`src/rtl/aclk_pkg.sv`:
```
package aclk_pkg;

    localparam int MAX_SLOTS = 8;
    localparam int MIN_WIDTH = 8;
    localparam int MAX_WIDTH = 32;
    localparam int MIN_RATIO = 16;
    localparam int MAX_RATIO = 1024;
    localparam int SLOTS_W   = $clog2(MAX_SLOTS + 1);
    localparam int WIDTH_W   = $clog2(MAX_WIDTH + 1);
    localparam int DIV_W     = 8;
    localparam int LEN_W     = $clog2(MAX_SLOTS * MAX_WIDTH + 1);

    typedef enum logic [1:0] {
        ROLE_MASTER  = 2'd0,
        ROLE_SLAVE   = 2'd1,
        ROLE_CLKONLY = 2'd2,
        ROLE_RSVD    = 2'd3
    } role_e;

    typedef struct packed {
        role_e              role;
        logic               src_mck;
        logic               tdm;
        logic [SLOTS_W-1:0] slots;
        logic [WIDTH_W-1:0] width;
        logic [DIV_W-1:0]   bdiv;
        logic [DIV_W-1:0]   mhalf;
    } clk_cfg_t;

    localparam clk_cfg_t CFG_RESET = '{
        role:    ROLE_MASTER,
        src_mck: 1'b0,
        tdm:     1'b0,
        slots:   SLOTS_W'(2),
        width:   WIDTH_W'(16),
        bdiv:    DIV_W'(4),
        mhalf:   DIV_W'(2)
    };

    function automatic int unsigned mck_ratio(clk_cfg_t c);
        return 32'(c.bdiv) * 32'(c.slots) * 32'(c.width);
    endfunction

    function automatic logic [LEN_W-1:0] frame_len(clk_cfg_t c);
        return LEN_W'(32'(c.slots) * 32'(c.width));
    endfunction

    function automatic logic cfg_ok(clk_cfg_t nw, clk_cfg_t cur, logic running);
        int unsigned r;
        logic        fields_ok;
        logic        lock_ok;
        r = mck_ratio(nw);
        fields_ok = (nw.role != ROLE_RSVD)
                 && (nw.slots != '0) && (32'(nw.slots) <= MAX_SLOTS)
                 && (32'(nw.width) >= MIN_WIDTH) && (32'(nw.width) <= MAX_WIDTH)
                 && (nw.bdiv != '0) && (nw.mhalf != '0)
                 && (r >= MIN_RATIO) && (r <= MAX_RATIO)
                 && (nw.tdm || (32'(nw.slots) == 2));
        lock_ok = !running || ((nw.role == cur.role) && (nw.src_mck == cur.src_mck));
        return fields_ok && lock_ok;
    endfunction

    // Strobe level for a given bit position in the frame.
    function automatic logic frame_strobe(logic [LEN_W-1:0] pos, clk_cfg_t c);
        logic [LEN_W-1:0] last;
        logic [LEN_W-1:0] nxt;
        last = frame_len(c) - LEN_W'(1);
        nxt  = (pos == last) ? '0 : pos + LEN_W'(1);
        if (c.tdm)
            return pos == last;
        return nxt >= LEN_W'(c.width);
    endfunction

endpackage

```
`src/rtl/aclk_cfg_regs.sv`:
```
module aclk_cfg_regs
    import aclk_pkg::*;
(
    input  logic     clk_i,
    input  logic     rst_i,
    input  logic     en_i,
    input  logic     wr_i,
    input  clk_cfg_t wr_cfg_i,
    input  logic     frame_wrap_i,
    output clk_cfg_t pend_o,
    output clk_cfg_t act_o
);

    clk_cfg_t pend_q;
    clk_cfg_t act_q;
    logic     accept;

    assign accept = wr_i && cfg_ok(wr_cfg_i, pend_q, en_i);

    always_ff @(posedge clk_i) begin
        if (rst_i) begin
            pend_q <= CFG_RESET;
            act_q  <= CFG_RESET;
        end else begin
            if (accept)
                pend_q <= wr_cfg_i;
            if (!en_i || frame_wrap_i)
                act_q <= pend_q;
        end
    end

    assign pend_o = pend_q;
    assign act_o  = act_q;

    // the live setting is always inside the legal ratio window
    a_r2_ratio_legal: assert property (@(posedge clk_i) disable iff (rst_i)
        (mck_ratio(act_q) >= MIN_RATIO) && (mck_ratio(act_q) <= MAX_RATIO));

    // while running, the live setting moves only at a frame boundary
    a_r9_load_at_wrap: assert property (@(posedge clk_i) disable iff (rst_i)
        $past(en_i) && !$stable(act_q) |-> $past(frame_wrap_i));

    // role and slave source cannot be changed while running
    a_r10_role_locked: assert property (@(posedge clk_i) disable iff (rst_i)
        $past(en_i) |-> (pend_q.role == $past(pend_q.role))
                     && (pend_q.src_mck == $past(pend_q.src_mck)));

endmodule

```
`src/rtl/aclk_divider.sv`:
```
module aclk_divider
    import aclk_pkg::*;
(
    input  logic             clk_i,
    input  logic             rst_i,
    input  logic             en_i,
    input  clk_cfg_t         act_i,
    input  logic             ext_bck_i,
    input  logic             ext_mck_i,
    output logic             mck_o,
    output logic             bck_o,
    output logic             bit_adv_o
);

    logic [DIV_W-1:0] mcnt_q;
    logic [DIV_W-1:0] bcnt_q;
    logic             mck_q;
    logic             bck_q;
    logic             ebck_q;
    logic             emck_q;
    logic             slave_bck;
    logic             slave_mck;
    logic             mck_tick;
    logic             bck_tick;

    assign slave_bck = (act_i.role == ROLE_SLAVE) && !act_i.src_mck;
    assign slave_mck = (act_i.role == ROLE_SLAVE) &&  act_i.src_mck;

    always_comb begin
        if (slave_mck)
            mck_tick = ext_mck_i ^ emck_q;
        else
            mck_tick = (mcnt_q == act_i.mhalf - DIV_W'(1));
        bck_tick = mck_tick && (bcnt_q == act_i.bdiv - DIV_W'(1));
        if (!en_i)
            bit_adv_o = 1'b0;
        else if (slave_bck)
            bit_adv_o = ebck_q && !ext_bck_i;
        else
            bit_adv_o = bck_tick && bck_q;
    end

    always_ff @(posedge clk_i) begin
        if (rst_i) begin
            mcnt_q <= '0;
            bcnt_q <= '0;
            mck_q  <= 1'b0;
            bck_q  <= 1'b0;
            ebck_q <= 1'b0;
            emck_q <= 1'b0;
        end else begin
            ebck_q <= ext_bck_i;
            emck_q <= ext_mck_i;
            if (!en_i) begin
                mcnt_q <= '0;
                bcnt_q <= '0;
                mck_q  <= 1'b0;
                bck_q  <= 1'b0;
            end else if (slave_bck) begin
                bck_q  <= ext_bck_i;
            end else begin
                if (!slave_mck)
                    mcnt_q <= mck_tick ? '0 : mcnt_q + DIV_W'(1);
                if (mck_tick) begin
                    mck_q <= !mck_q;
                    if (bck_tick) begin
                        bcnt_q <= '0;
                        bck_q  <= !bck_q;
                    end else begin
                        bcnt_q <= bcnt_q + DIV_W'(1);
                    end
                end
            end
        end
    end

    assign mck_o = mck_q;
    assign bck_o = bck_q;

    // half-period counter never passes its programmed limit
    a_r3_mcnt_bound: assert property (@(posedge clk_i) disable iff (rst_i)
        en_i && !slave_mck && !slave_bck |-> mcnt_q < act_i.mhalf);

    // a generated bit-clock edge always coincides with a master-clock edge
    a_r3_bck_on_mck_edge: assert property (@(posedge clk_i) disable iff (rst_i)
        $past(en_i) && !$past(slave_bck) && !$stable(bck_q) |-> !$stable(mck_q));

    // an external bit clock run keeps the master clock idle
    a_r6_slave_mck_idle: assert property (@(posedge clk_i) disable iff (rst_i)
        slave_bck |-> !mck_q);

endmodule

```
`src/rtl/aclk_framer.sv`:
```
module aclk_framer
    import aclk_pkg::*;
(
    input  logic             clk_i,
    input  logic             rst_i,
    input  logic             en_i,
    input  logic             bit_adv_i,
    input  clk_cfg_t         act_i,
    output logic             wrap_o,
    output logic             strobe_o
);

    logic [LEN_W-1:0] pos_q;
    logic [LEN_W-1:0] last;

    assign last     = frame_len(act_i) - LEN_W'(1);
    assign wrap_o   = bit_adv_i && (pos_q == last);
    assign strobe_o = frame_strobe(pos_q, act_i);

    always_ff @(posedge clk_i) begin
        if (rst_i || !en_i)
            pos_q <= '0;
        else if (bit_adv_i)
            pos_q <= wrap_o ? '0 : pos_q + LEN_W'(1);
    end

    // position stays inside the live frame
    a_r5_pos_in_frame: assert property (@(posedge clk_i) disable iff (rst_i)
        pos_q <= last);

    // the strobe level only moves when a bit period ends
    a_r4_strobe_on_bit: assert property (@(posedge clk_i) disable iff (rst_i)
        $past(en_i) && en_i && !$stable(strobe_o) |-> $past(bit_adv_i));

endmodule

```
`src/rtl/audio_clkgen.sv`:
```
module audio_clkgen
    import aclk_pkg::*;
(
    input  logic               clk_i,
    input  logic               rst_i,
    input  logic               en_i,
    input  logic               cfg_wr_i,
    input  logic [1:0]         cfg_role_i,
    input  logic               cfg_src_i,
    input  logic               cfg_tdm_i,
    input  logic [3:0]         cfg_slots_i,
    input  logic [5:0]         cfg_width_i,
    input  logic [7:0]         cfg_bdiv_i,
    input  logic [7:0]         cfg_mhalf_i,
    input  logic               ext_bck_i,
    input  logic               ext_mck_i,
    output logic               mck_o,
    output logic               bck_o,
    output logic               fs_o,
    output logic               mck_oe_o,
    output logic               bck_oe_o,
    output logic               xfer_en_o
);

    clk_cfg_t wr_cfg;
    clk_cfg_t pend;
    clk_cfg_t act;
    logic     wrap;
    logic     bit_adv;
    logic     mck_raw;
    logic     bck_raw;
    logic     strobe;

    always_comb begin
        wr_cfg.role    = role_e'(cfg_role_i);
        wr_cfg.src_mck = cfg_src_i;
        wr_cfg.tdm     = cfg_tdm_i;
        wr_cfg.slots   = SLOTS_W'(cfg_slots_i);
        wr_cfg.width   = WIDTH_W'(cfg_width_i);
        wr_cfg.bdiv    = DIV_W'(cfg_bdiv_i);
        wr_cfg.mhalf   = DIV_W'(cfg_mhalf_i);
    end

    aclk_cfg_regs i_cfg (
        .clk_i        (clk_i),
        .rst_i        (rst_i),
        .en_i         (en_i),
        .wr_i         (cfg_wr_i),
        .wr_cfg_i     (wr_cfg),
        .frame_wrap_i (wrap),
        .pend_o       (pend),
        .act_o        (act)
    );

    aclk_divider i_div (
        .clk_i     (clk_i),
        .rst_i     (rst_i),
        .en_i      (en_i),
        .act_i     (act),
        .ext_bck_i (ext_bck_i),
        .ext_mck_i (ext_mck_i),
        .mck_o     (mck_raw),
        .bck_o     (bck_raw),
        .bit_adv_o (bit_adv)
    );

    aclk_framer i_frm (
        .clk_i     (clk_i),
        .rst_i     (rst_i),
        .en_i      (en_i),
        .bit_adv_i (bit_adv),
        .act_i     (act),
        .wrap_o    (wrap),
        .strobe_o  (strobe)
    );

    assign mck_oe_o  = en_i && (act.role != ROLE_SLAVE);
    assign bck_oe_o  = en_i && !((act.role == ROLE_SLAVE) && !act.src_mck);
    assign xfer_en_o = en_i && (act.role != ROLE_CLKONLY);
    assign mck_o     = mck_oe_o && mck_raw;
    assign bck_o     = bck_oe_o && bck_raw;
    assign fs_o      = en_i && strobe;

    // clock-only role never permits data transfer
    a_r8_clkonly_no_xfer: assert property (@(posedge clk_i) disable iff (rst_i)
        (pend.role == ROLE_CLKONLY) && $past(en_i) && en_i && (act.role == pend.role)
        |-> !xfer_en_o && mck_oe_o);

endmodule

```
`config.mk`:
```
export PLATFORM = sky130hd
export DESIGN_NAME = audio_clkgen
export DESIGN_NICKNAME = d
export VERILOG_FILES = /design/src/rtl/aclk_pkg.sv /design/src/rtl/aclk_cfg_regs.sv /design/src/rtl/aclk_divider.sv /design/src/rtl/aclk_framer.sv /design/src/rtl/audio_clkgen.sv
export SDC_FILE = /design/constraint.sdc
export NUM_CORES = 1
export LEC_CHECK = 0
export BUFFER_PORTS_ARGS = -buffer_cell sky130_fd_sc_hd__buf_2
export CORE_MARGIN = 8
export CORE_UTILIZATION = 45
export DETAILED_ROUTE_END_ITERATION = 16
export GPL_TIMING_DRIVEN = 0
export PLACE_DENSITY_LB_ADDON = 0.2
export SLEW_MARGIN = 15
export SYNTH_ARGS = -nofsm -noshare
export SYNTH_HDL_FRONTEND = slang
export SYNTH_SLANG_ARGS = --single-unit
```
`constraint.sdc`:
```
create_clock -name clk_i -period 9.02 [get_ports clk_i]
set_input_delay 0.902 -clock clk_i [delete_from_list [all_inputs] [get_ports clk_i]]
set_output_delay 0.902 -clock clk_i [all_outputs]
set_load 0.1 [all_outputs]
```
Yosys cells after proc, flatten, opt, wreduce, memory -nomap -nowiden
Cells that the tools add are included.
{"block": "word_totals", "ram_bits": 0, "mem_bits_ro": 0, "register_bits": 89, "latch_bits": 0, "n_memories": 0, "in_bits": 36}
{"block": "op_classes", "n_bitwise": 4, "magnitude_cmp": 6, "addsub": 6, "div": 0, "n_reduce_logical": 43, "muxes": 13, "multipliers": 3, "shifts": 0, "eq_ne": 10}
{"op": "$logic_and 1x1->1", "n": 24}
{"op": "$ge 18x5->1 const B", "n": 1}
{"op": "$le 18x11->1 const B", "n": 1}
{"op": "$mul 12x6->18", "n": 1}
{"op": "$mux 9", "n": 2}
{"op": "$add 8x1->8 const B", "n": 2}
{"op": "$eq 8x8->1", "n": 2}
{"op": "$mux 8", "n": 2}
{"op": "$reduce_bool 8->1", "n": 2}
{"op": "$sub 8x1->8 const B", "n": 2}
{"op": "$mul 8x4->12", "n": 1}
{"op": "$add 9x1->9 const B", "n": 1}
{"op": "$eq 9x9->1", "n": 1}
{"op": "$ge 9x6->1", "n": 1}
{"op": "$mul 4x6->9", "n": 1}
{"op": "$mux 1", "n": 9}
{"op": "$sub 9x1->9 const B", "n": 1}
{"op": "$ge 6x4->1 const B", "n": 1}
{"op": "$le 6x6->1 const B", "n": 1}
{"op": "$logic_not 1->1", "n": 6}
{"op": "$reduce_and 2->1", "n": 3}
{"op": "$eq 4x2->1 const B", "n": 1}
{"op": "$le 4x4->1 const B", "n": 1}
{"op": "$logic_or 1x1->1", "n": 4}
{"op": "10 further kinds", "n": 14}

Longest topological paths before layout
{"block": "logic_depth", "ltp_word": 12, "ltp_mapped": 31, "ltp_nobuf": 28}

Modules after synthesis
A second synthesis with hierarchy kept.
{"block": "unflattened", "hier_cells": 1089, "area_unflattened_um2": 9117.5}
{"module": "aclk_cfg_regs", "cells_per_inst": 692, "area_per_inst_um2": 5876.9, "n_inst": 1, "seq_area_each_um2": 1201.2}
{"module": "aclk_framer", "cells_per_inst": 207, "area_per_inst_um2": 1665.3, "n_inst": 1, "seq_area_each_um2": 180.2}
{"module": "aclk_divider", "cells_per_inst": 182, "area_per_inst_um2": 1511.4, "n_inst": 1, "seq_area_each_um2": 400.4}
{"module": "audio_clkgen", "cells_per_inst": 8, "area_per_inst_um2": 63.8, "n_inst": 1, "seq_area_each_um2": 0.0}

Worst setup path after synthesis
Ideal clock, no wire load.
{"block": "synth_path", "path_type": "in2reg", "from": "input cfg_slots_i[3]", "to": "register i_cfg.pend_q, in the netlist i_cfg.pend_o[0]", "arrival_time_ns": 7.719, "t_required_ns": 8.948, "cell_stages": 31, "slack_ns": 1.230, "path_cell_list": "clkbuf_1 -> nand2_1 -> fa_1 -> inv_1 -> fa_1 -> fa_1 -> a21o_1 -> a21oi_1 -> o21bai_1 -> a21oi_1 -> o21bai_1 -> a21oi_1 -> xnor2_1 -> nand2_1 -> fa_1 -> inv_1 -> fa_1 -> inv_1 -> fa_1 -> inv_1 -> ha_1 -> a21o_1 -> a221oi_1 -> o21ai_0 -> a41oi_1 -> xnor2_1 -> a21oi_1 -> and4_1 -> clkbuf_1 -> buf_2 -> mux2i_1"}
{"block": "synth_via", "elab_chain_cells": 12, "word_cells_on_any_way": 19}
{"item": "from (decl)", "line": "audio_clkgen.sv:11", "text": "input logic [3:0] cfg_slots_i,"}
{"item": "parallel branches: the longest is 9 deep, another holds $mul 12x6->18"}
{"item": "$logic_and 1x1->1 *", "line": "aclk_pkg.sv:58", "text": "&& (nw.tdm || (32'(nw.slots) == 2));"}
{"item": "$logic_and 1x1->1 *", "line": "aclk_pkg.sv:60", "text": "return fields_ok && lock_ok;"}
{"item": "$logic_and 1x1->1 *", "line": "aclk_cfg_regs.sv:18", "text": "assign accept = wr_i && cfg_ok(wr_cfg_i, pend_q, en_i);"}
{"item": "to (signal assigned)", "line": "aclk_cfg_regs.sv:26", "text": "pend_q <= wr_cfg_i;"}
{"item": "to (decl)", "line": "aclk_cfg_regs.sv:14", "text": "clk_cfg_t pend_q;"}
Mark *: on every way between the ends.
A chain may end at the register's enable or synchronous reset.

Final worst setup path
{"block": "layout_path", "from": "input cfg_slots_i[1]", "to": "register i_cfg.pend_q, in the netlist i_cfg.pend_o[4]"}
The elaborated chain is that of the path after synthesis.

==> run_results.csv <==
group,metric,value,unit
run_status,run_status,"finished, final reports clean",
pwr,power_frac_clock,0.170,
yosys,ys_top_cells_by_area,"dfxtp_1 (21%), fa_1 (15%), ha_1 (10%)",
yosys,synth.largest_area_cell,"dfxtp_1",
placement,hpwl,15600,um
routing,drt_first_iter_violations,221,
clock_network,insertion_delay,0.35,ns
sta,setup-violations-final,0,
pwr,combPwrFrac,0.648,
worst_setup_path,crit_buf_inv,6,
yosys,yosysSeqAreaShare,0.211,
routing,via_per_inst,5.30,
routing,route.detailed.drc,0,
global_routing,grt_pass1_vias,6691,
worst_setup_path,worstPathMaxFanout,10,
sta,clock-skew-final,0.0115,ns
die,core-area,0.0186,mm^2
yosys,ys.flop_type,"dfxtp_1",
worst_hold_path,hp-class,"flop to flop",
clock_network,clk_pin_slew,0.08,ns
clock_network,cts_tree,"built",
sta,drv_slew,0,
worst_setup_path,r2r_cells,15,
pwr,power-per-cell-area,238,mW/mm^2
worst_setup_path,r2r_setup_slack,4.58,ns
worst_setup_path,cpPeakStageDelay,0.57,ns
clock_network,cts-root-buf,"clkbuf_16",
worst_setup_path,rr_startpoint,"i_cfg.act_o[25]$_SDFFE_PP0P_",
worst_setup_path,cp-start-kind,"primary input",
pwr,ir_drop,0.000278,V
yosys,synth_warnings,0,
routing,drtAntennaViolNets,0,
sta,rsz0062_at_grt,"no",
worst_setup_path,rr_endpoint,"i_cfg.act_o[26]$_SDFFE_PP0P_",
cells_and_area,drive_above_1_share,0.0741,
clock_network,cts_max_level,3,
sta,timing.final.crit_share,0.945,
pwr,switchingPower,992,uW
global_routing,grt_max_degree,19,
yosys,synth_top_area_frac,0.211,
yosys,syn_area_per_cell,8.69,um^2
yosys,ys_seq_elements,89,
worst_hold_path,whs_endpoint,"i_cfg.pend_o[22]$_SDFFE_PP0P_",
placement,gp_congestion,0.889,
sta,fin_crit,8.52,ns
global_routing,grtUsageTotal,0.168,
worst_hold_path,whs_path_depth,2,
cells_and_area,n_antenna_cell,0,
yosys,netlist_area,0.00844,mm^2
die,initial_core_util,0.454,
pwr,seq_power_share,0.182,
placement,dp_slack,0.0729,ns
sta,finalWorstSetupSlack,0.495,ns
worst_setup_path,crit_path_top_delay_cell,"fa_1",
worst_setup_path,cp.required,9.30,ns
global_routing,gr-total-overflow,0,
sta,setup_tns,0,ns
die,die_x,153,um
pwr,p_sw_frac,0.452,
die,dieHeight,153,um
sta,hold_ws,0.477,ns
global_routing,antenna_found_initial,0,
worst_hold_path,hp-start,"i_cfg.pend_o[22]$_SDFFE_PP0P_",
routing,wl_per_cell,15.3,um
die,std_cell_rows,50,
job,max-cap-violations,0,
sta,slew_headroom,0.573,
worst_setup_path,path_common_cell,"fa_1",
clock_network,cts_buffer_depth,2,
routing,dr.pass1.iters,4,
yosys,netlist_instances,972,
sta,tightestPinTransition,0.637,ns
yosys,synth.net_count,1140,
clock_network,cts_resized,0,
sta,fmax,117,MHz
pwr,intPower,1.20,mW
worst_setup_path,worstSetupPathType,"primary input to flop",
global_routing,grt_pass1_wl,32800,um
yosys,async_reset_ff_frac,0,
routing,vias,6682,
worst_setup_path,crit_path_end_kind,"flop",
cells_and_area,areaGrowthSynthToFinish,9.31,%
clock_network,cts_buffers,9,
die,ioPinCount,42,
die,die-area,0.0234,mm^2
yosys,ys_types,60,
worst_setup_path,crit_family,"adder cells",
clock_network,hold_buffers,0,
clock_network,cts_num_sinks,89,
cells_and_area,num-nets-final,1189,
worst_setup_path,arrival,8.81,ns
placement,io_buffers,40,
sta,hold_violations,0,
routing,drt-total-wl,19300,um
yosys,synth_edf_count,0,
pwr,cellLeakagePower,3.96,nW
clock_network,postCtsSetupRepairBufs,0,
[through the flow]
| step | utilization | total power [mW] | cells | instance area [um^2] |
|---|---|---|---|---|
| floorplan | - | 1.51 | 972 | 8440 |
| global placement | 0.481 | 1.82 | 1246 | 8940 |
| detailed placement | 0.481 | 1.83 | 1246 | 8940 |
| CTS | 0.497 | 2.21 | 1262 | 9240 |
| global route | 0.497 | 2.40 | 1260 | 9230 |
| finish | 0.497 | 2.19 | 1260 | 9230 |
[synth_stat cells, types with 3 or more instances]
| cell | count |
|---|---|
| or3_1 | 5 |
| inv_1 | 76 |
| nand3b_1 | 27 |
| o21a_1 | 6 |
| a21oi_1 | 34 |
| xor2_1 | 41 |
| buf_2 | 4 |
| o211ai_1 | 6 |
| a211oi_1 | 4 |
| ha_1 | 70 |
| nor2b_1 | 9 |
| o21bai_1 | 4 |
| clkbuf_1 | 32 |
| a211o_1 | 3 |
| nor4_1 | 8 |
| or4_1 | 4 |
| nand2_1 | 60 |
| mux2i_1 | 37 |
| and2_1 | 83 |
| and3_1 | 13 |
| xnor2_1 | 38 |
| o21ai_0 | 38 |
| o21ai_1 | 3 |
| fa_1 | 62 |
| or2_2 | 4 |
| dfxtp_1 | 89 |
| a31oi_1 | 4 |
| nor3_1 | 18 |
| a21o_1 | 11 |
| nand2b_1 | 60 |
| nor2_1 | 52 |
| nand4_1 | 9 |
| nand3_1 | 19 |
[layout make-up]
cell class,instances,area (um^2)
multi-input cells,769,6210
inverters,76,285
repair buffers,40,200
clock buffers,9,225
flip-flops and latches,89,1780
well taps,234,293
fillers,1837,9350
plain buffers,36,156
clock inverters,7,73.8
[routing by layer]
layer	wire, um	share of wire	vias up	GRT usage
met4	278	0.014	0	0.0419
met2	9030	0.47	94	0.287
li1	-	-	3392	-
met3	536	0.028	21	0.0214
met1	9440	0.49	3175	0.221
met5	0	0	-	0
[power groups by stage]
stage	Clock (mW)	Sequential (mW)	Combinational, mW
floorplan	0	0.408	1.10
global placement	0	0.409	1.41
detailed placement	0	0.409	1.42
CTS	0.381	0.400	1.43
global route	0.399	0.400	1.60
finish	0.373	0.400	1.42
[worst max path at each step]
| stage | endpoint | cells past startpoint | startpoint |
|---|---|---|---|
| after floorplan | i_cfg.pend_o[0]$_SDFFE_PP0P_ | 31 | cfg_slots_i[3] |
| after global placement | i_cfg.pend_o[4]$_SDFFE_PP0P_ | 32 | cfg_slots_i[2] |
| after detailed placement | i_cfg.pend_o[2]$_SDFFE_PP0P_ | 32 | cfg_slots_i[2] |
| after CTS | i_cfg.pend_o[2]$_SDFFE_PP0P_ | 32 | cfg_slots_i[2] |
| after global routing | i_cfg.pend_o[21]$_SDFFE_PP0P_ | 30 | cfg_slots_i[1] |
| final | i_cfg.pend_o[4]$_SDFFE_PP0P_ | 30 | cfg_slots_i[1] |
[worst reg2reg max path, delay by kind of cell, from the launching register on]
kind / cells / cell delay [ns]
adders and majority gates: 4 / 1.69
AOI/OAI and AO/OA: 5 / 1.10
buffers and inverters: 2 / 0.52
DFF: 1 / 0.46
and+or+nand+nor: 3 / 0.37
xor gates and xnor gates: 1 / 0.25
[registers in the layout (all words and copies together) (netlist names)]
name,count
i_cfg.act_o,30
i_cfg.pend_o,30
i_div.bck_o,1
i_div.bcnt_q,8
i_div.ebck_q,1
i_div.emck_q,1
i_div.mck_o,1
i_div.mcnt_q,8
i_frm.pos_q,9
[kinds of logic (layout without fill, tap and decap cells)]
group                      Yosys count  count (layout)  synth area share
and+or+nand+nor                    387             387             0.260
AOI/OAI and AO/OA                  134             134            0.0999
adders and majority gates          132             132             0.251
buffers and inverters              114             168            0.0530
DFF                                 89              89             0.211
xor gates and xnor gates            79              79            0.0819
muxes                               37              37            0.0439
[layout by cell type (no fill, tap or decap), types with 3 or more instances in the layout]
cell type  Yosys  routed
a211o_1        3       3
a211oi_1       4       4
a21o_1        11      11
a21oi_1       34      34
a31oi_1        4       4
and2_1        83      83
and3_1        13      13
buf_2          4      44
clkbuf_1      32      29
clkbuf_16      0       9
clkinv_4       0       3
dfxtp_1       89      89
fa_1          62      62
ha_1          70      70
inv_1         76      76
mux2i_1       37      37
nand2_1       60      60
nand2b_1      60      60
nand3_1       19      19
nand3b_1      27      27
nand4_1        9       9
nor2_1        52      52
nor2b_1        9       9
nor3_1        18      18
nor4_1         8       8
o211ai_1       6       6
o21a_1         6       6
o21ai_0       38      38
o21ai_1        3       3
o21bai_1       4       4
or2_2          4       4
or3_1          5       5
or4_1          4       4
xnor2_1       38      38
xor2_1        41      41
No activity file was read; power rests on OpenSTA's default activity.
